===== config.mk =====
export PLATFORM = sky130hd
export DESIGN_NAME = hall_duty_sequencer
export DESIGN_NICKNAME = d
export VERILOG_FILES = /design/src/rtl/hall_duty_sequencer.sv
export SDC_FILE = /design/constraint.sdc
export NUM_CORES = 1
export LEC_CHECK = 0
export BUFFER_PORTS_ARGS = -buffer_cell sky130_fd_sc_hd__buf_2
export CAP_MARGIN = 15
export CELL_PAD_IN_SITES_DETAIL_PLACEMENT = 1
export CELL_PAD_IN_SITES_GLOBAL_PLACEMENT = 1
export CORE_MARGIN = 2
export CORE_UTILIZATION = 49
export CTS_CLUSTER_DIAMETER = 40
export DETAILED_ROUTE_END_ITERATION = 7
export PLACE_DENSITY_LB_ADDON = 0.1
export SKIP_CTS_REPAIR_TIMING = 1
export SLEW_MARGIN = 0
export SYNTH_ARGS = -nofsm -noshare
export SYNTH_HDL_FRONTEND = slang
export SYNTH_SLANG_ARGS = --single-unit

===== constraint.sdc =====
create_clock -name clk -period 2.7 [get_ports clk]
set_input_delay 0.135 -clock clk [delete_from_list [all_inputs] [get_ports clk]]
set_output_delay 0.135 -clock clk [all_outputs]
set_load 0.02 [all_outputs]

===== src/rtl/hall_duty_sequencer.sv =====
module hall_duty_sequencer #(
  parameter int unsigned PERIOD_CYC = 5_000_000,
  parameter int unsigned AWAKE_CYC  = 5_000
) (
  input  logic clk,
  input  logic rst_n,
  input  logic sense_raw,
  input  logic led_en_n,
  output logic sensor_pwr,
  output logic sw_out_n,
  output logic sample_stb
);

  localparam int unsigned CW = (PERIOD_CYC > 1) ? $clog2(PERIOD_CYC) : 1;
  localparam logic [CW-1:0] LAST_AWAKE = CW'(AWAKE_CYC - 1);
  localparam logic [CW-1:0] LAST_SLOT  = CW'(PERIOD_CYC - 1);

  logic [CW-1:0] slot;
  logic          sync_a, sync_b;
  logic          primed;
  logic          hold_awake;
  logic          in_window;

  assign hold_awake = primed & (~sw_out_n | ~led_en_n);
  assign in_window  = (32'(slot) < AWAKE_CYC);
  assign sensor_pwr = in_window | hold_awake | ~led_en_n;
  assign sample_stb = ~hold_awake & (slot == LAST_AWAKE);

  always_ff @(posedge clk or negedge rst_n) begin
    if (!rst_n) begin
      sync_a <= 1'b0;
      sync_b <= 1'b0;
    end else begin
      sync_a <= sense_raw;
      sync_b <= sync_a;
    end
  end

  always_ff @(posedge clk or negedge rst_n) begin
    if (!rst_n) begin
      slot     <= '0;
      primed   <= 1'b0;
      sw_out_n <= 1'b1;
    end else if (hold_awake) begin
      slot     <= '0;
      sw_out_n <= ~sync_b;
    end else begin
      slot <= (slot == LAST_SLOT) ? '0 : slot + 1'b1;
      if (sample_stb) begin
        sw_out_n <= ~sync_b;
        primed   <= 1'b1;
      end
    end
  end

  AST_WAKE_AT_WRAP: assert property (@(posedge clk) disable iff (!rst_n)
    (!sensor_pwr && slot == LAST_SLOT) |=> sensor_pwr);
  AST_STB_POWERED: assert property (@(posedge clk) disable iff (!rst_n)
    sample_stb |-> sensor_pwr);
  AST_STB_SINGLE: assert property (@(posedge clk) disable iff (!rst_n)
    sample_stb |=> !sample_stb);
  AST_INACTIVE_HOLD: assert property (@(posedge clk) disable iff (!rst_n)
    (primed && sw_out_n && led_en_n && !sample_stb) |=> sw_out_n);
  AST_ACTIVE_AWAKE: assert property (@(posedge clk) disable iff (!rst_n)
    !sw_out_n |-> sensor_pwr);
  AST_EN_AWAKE: assert property (@(posedge clk) disable iff (!rst_n)
    !led_en_n |-> sensor_pwr);
  AST_PRE_PRIME_HIGH: assert property (@(posedge clk) disable iff (!rst_n)
    !primed |-> sw_out_n);

endmodule


==> flow_summary.ini, run 1 <==
[logic_synthesis]
ys.warnings.count = 0
async_reset_ff_share_pct = 100
synth_top_cell_by_area = dfrtp_1
yosys_most_used_dff = dfrtp_1
synth.most_common_cell = dfrtp_1
synth_edf_count = 0
synth_area_leaders = dfrtp_1, xor2_1, nor2_1
ys_types = 32
postSynthCellCount = 156
synth_area_um2 = 1430
yosys_register_bits = 27
syn_avg_cell_area_um2 = 9.14
synthesis.nets = 161
yosys.area.top_type_share_pct = 45.7
ys_seq_area_share_pct = 47.5
netlist_top_cells_count = dfrtp_1, nor2_1, a21oi_1, nand2_1, nand3_1

[floorplan]
die_w_um = 57.9
start_util_pct = 51.7
rows = 19
dieArea_um2 = 3360
die_h_um = 57.9
core_um2 = 2760
io_pins = 7

[drt]
firstDrtPassIters = 4
drc = 0
drtAntennaViolNets = 0
totalWireLength_mm = 3.34
drt_iter0_markers = 40
viasPerCell = 6.36
routedWlPerCell_um = 17.5
vias = 1214

[global_routing]
grt_pass1_wl_mm = 5.90
antenna_found_initial = 0
grt_pass1_vias = 1260
grt_max_degree = 28
grt_remaining_overflow = 0
track_usage_pct = 22.9

[cells_and_area]
n_fill_cell = 333
syn_to_final_growth_pct = 6.06
seq_area_um2 = 677
drive_gt1_share_pct = 10.6
final_nets = 166
diodes = 0
stdcell_area_um2 = 1510
multi_input_area_um2 = 693
final_core_util_pct = 54.8

[power_and_ir_drop]
p_seq_share_pct = 68.4
intPower_mw = 0.467
clockPowerShare_pct = 29.6
p_comb_share_pct = 2.1
power.leakage_nw = 0.602
p_sw_mw = 0.128
sw_frac_of_total_pct = 21.4
p_per_area_nw_per_um2 = 394
vdd_drop_max_mv = 0.323

[clocking]
cts.clk_slew.worst_paths_ns = 0.14
htree_levels = 1
cts_sinks = 27
cts_tree = done
clock_latency_ns = 0.33
cts_buffers = 3
clockBufferDepth = 2
root_buffer = clkbuf_4

[sta]
fin_tns_setup_ns = 0
hold_slack_ns = 0.139
tightest_slew_ns = 0.619
clock.fmax_mhz = 456
hold_viol = 0
slew_viol_final = 0
timing.final.crit_share_pct = 81.2
layout_setup_ws_ns = 0.508
slew_headroom_pct = 58.7
timing.final.setup_violations = 0
skew_ns = 0.00475
rsz0062_at_grt = false
layout_min_cycle_time_ns = 2.19

[critical_path]
end_kind = primary output
start_kind = register
required_ns = 2.57
cp_max_fo = 10
crit_arrival_ns = 2.06
reg2regPathDepth = 4
timing.rr.start = slot[7]
critical_path_class = reg -> out
crit_start = slot[6]

[placed_design]
numPortBuffers = 6
gp_congestion = 0.802
place_hpwl_mm = 2.43
pre_cts_slack_ns = 0.772
placed_cell_area_um2 = 1470

[min_path]
hold_class = in -> reg
holdCritStartpoint = led_en_n
whs_path_depth = 3

[status]
status = completed

[run]
max_cap_violations = 0
## final cells by class
cell class	instances	area share, %
multi-input cells	116	45.9
flip-flops and latches	27	44.8
repair buffers	10	4.30
well taps	31	2.57
clock buffers	4	1.74
inverters	3	0.745
## cell families after synthesis
logic type,after synthesis,share of synthesized area (%)
and+or+nand+nor,77,29.9
AOI/OAI and AO/OA,27,11.1
DFF,27,47.5
buffers and inverters,13,3.86
xor gates and xnor gates,11,6.76
adders and majority gates,1,0.878
## state kept, by name (all words and copies together) (netlist names)
register  count
sw_out_n      1
primed        1
sync_a        1
sync_b        1
slot         23
## critical path: stages, from the launching register on
cell,delay [ns]
dfrtp_1,0.53
nor4_1,0.49
nand2_1,0.20
nor4_1,0.29
buf_2,0.22
## path summary, 6_finish.rpt
| kind | end | slack, ns |
|---|---|---|
| max in group asynchronous | slot[8] | 1.96 |
| min reg2reg | sync_b | 0.38 |
| max | sample_stb | 0.51 |
| max reg2reg | slot[22] | 0.73 |
| min | sw_out_n | 0.14 |
| min in group asynchronous | slot[20] | 0.33 |
## metrics by stage
step | instances | power [mW]
after CTS | 189 | 0.603
after global routing | 191 | 0.617
after global placement | 185 | 0.425
final | 191 | 0.595
after floorplan | 156 | 0.414
after detailed placement | 185 | 0.425
## per-layer routing
metal	up-vias	wire (µm)	global-route usage (%)
met1	617	1570	30.5
met5	-	0	0
met4	0	35	5.98
met2	13	1640	38.1
met3	4	85	4.69
li1	580	-	-
## power groups by stage
| stage | clock (mW) | sequential (mW) | combinational (mW) |
|---|---|---|---|
| floorplan | 0 | 0.414 | 0.0000754 |
| global placement | 0 | 0.414 | 0.0103 |
| detailed placement | 0 | 0.414 | 0.0108 |
| CTS | 0.185 | 0.407 | 0.0109 |
| global route | 0.196 | 0.407 | 0.0143 |
| finish | 0.176 | 0.407 | 0.0124 |
## layout by cell type, fill, tap and decap left out, types with 2 or more instances in the layout
cell type	count
dfrtp_1	26
nor2_1	16
a21oi_1	11
nand2_1	10
nand3_1	10
nand4_1	9
xor2_1	8
o21ai_0	7
or3_1	7
or4_1	6
buf_2	6
nor4_1	5
o31ai_1	4
and4_1	3
inv_1	3
xnor2_1	3
clkbuf_4	3
and3_1	2
or2_2	2
nor3_1	2
dlygate4sd3_1	2
buf_4	2
No activity file was read; power rests on OpenSTA's default activity.
==> inputs of run 2 (changes only) <==
CORE_UTILIZATION = 46   (was 49)
clock period = 2.2 ns   (was 2.7 ns; I/O delays follow)
==> flow_summary.ini, run 2 (synthesized netlist as in run 1, its figures left out) <==
[critical_path]
critical_path_class = reg -> out
required_ns = 2.09
cp_max_fo = 10
start_kind = register
end_kind = primary output
crit_arrival_ns = 1.90

[sta]
layout_min_cycle_time_ns = 2.01
slew_viol_final = 0
hold_viol = 0
timing.final.setup_violations = 0
hold_slack_ns = 0.0979
rsz0062_at_grt = false
fin_tns_setup_ns = 0
skew_ns = 0.00965
timing.final.crit_share_pct = 91.3
slew_headroom_pct = 59.2
layout_setup_ws_ns = 0.190
tightest_slew_ns = 0.612
clock.fmax_mhz = 498

[clocking]
htree_levels = 1
root_buffer = clkbuf_4
cts_buffers = 3
clock_latency_ns = 0.34
cts_tree = done
cts_sinks = 27
clockBufferDepth = 2
cts.clk_slew.worst_paths_ns = 0.15

[global_routing]
grtUsageMet1_pct = 30.2
grt-busiest-layer = met2
track_usage_pct = 22.0
antenna_found_initial = 0
grt_pass1_wl_mm = 5.95
grt_max_degree = 28
use_met2_pct = 35.9
grt_remaining_overflow = 0
use_met3_pct = 2.16
grt_pass1_vias = 1291

[cells_and_area]
seq_area_um2 = 678
syn_to_final_growth_pct = 7.38
multi_input_area_um2 = 699
top_register = slot
layout_commonest_cell = dfrtp_1
n_fill_cell = 359
final_core_util_pct = 51.0
final_nets = 167
diodes = 0
final_cell_mix = dfrtp_1, nor2_1, a21oi_1
drive_gt1_share_pct = 13.0
instances_no_fill = 194
stdcell_area_um2 = 1530
largest_register_ffs = 23

[power_and_ir_drop]
intPower_mw = 0.571
vdd_drop_max_mv = 0.326
power_mw = 0.740
p_sw_mw = 0.168
p_per_area_nw_per_um2 = 483
p_seq_share_pct = 67.5
power.leakage_nw = 0.609
p_comb_share_pct = 2.0
sw_frac_of_total_pct = 22.8
clockPowerShare_pct = 30.5

[drt]
drt_iter0_markers = 45
drtAntennaViolNets = 0
routedWlPerCell_um = 17.2
firstDrtPassIters = 4
viasPerCell = 6.21
drc = 0
totalWireLength_mm = 3.35
vias = 1205

[floorplan]
io_pins = 7
rows = 20
core_um2 = 3000
dieArea_um2 = 3560
die_w_um = 59.7
die_h_um = 59.7
start_util_pct = 47.5

[placed_design]
placed_cell_area_um2 = 1480
gp_congestion = 0.780
dp_cells = 188
pre_cts_slack_ns = 0.246
numPortBuffers = 6
place_hpwl_mm = 2.39

[min_path]
hold_class = in -> reg

[status]
status = completed

[run]
max_cap_violations = 0
[run 2: worst max-delay path, cell delays in order, from the launching register on]
cell and delay, ns:
dfrtp_2 0.52, nor4_2 0.35, nor2_1 0.07, o31a_1 0.25, o211ai_1 0.18, buf_2 0.20
[run 2: layout make-up]
| class | count | share of cell area, % |
|---|---|---|
| clock buffers | 3 | 1.47 |
| clock inverters | 1 | 0.327 |
| inverters | 3 | 0.736 |
| multi-input cells | 116 | 45.7 |
| flip-flops and latches | 27 | 44.3 |
| well taps | 33 | 2.70 |
| repair buffers | 11 | 4.74 |
[run 2: path summary, 6_finish.rpt]
check	start	end	slack [ns]	depth (start not counted)
min in group asynchronous	rst_n	slot[12]	0.29	2
hold / removal	led_en_n	sw_out_n	0.1	3
max in group asynchronous	rst_n	slot[6]	1.48	2
setup reg to reg	slot[7]	slot[22]	0.22	4
hold reg to reg	sync_a	sync_b	0.37	0
setup / recovery	slot[6]	sensor_pwr	0.19	5
[run 2: per-layer routing]
layer / share of wire (%) / vias to the layer above
met5: 0 / -
met4: 1.6 / 0
met3: 1.4 / 5
met2: 48 / 9
met1: 49 / 614
li1: - / 577
[run 2: power by group through the flow]
| stage | combinational (mW) | sequential (mW) | clock (mW) |
|---|---|---|---|
| after floorplan | 0.0000925 | 0.508 | 0 |
| after CTS | 0.0134 | 0.499 | 0.228 |
| final | 0.0152 | 0.499 | 0.226 |
| after global placement | 0.0130 | 0.508 | 0 |
| after global routing | 0.0182 | 0.499 | 0.245 |
| after detailed placement | 0.0134 | 0.508 | 0 |
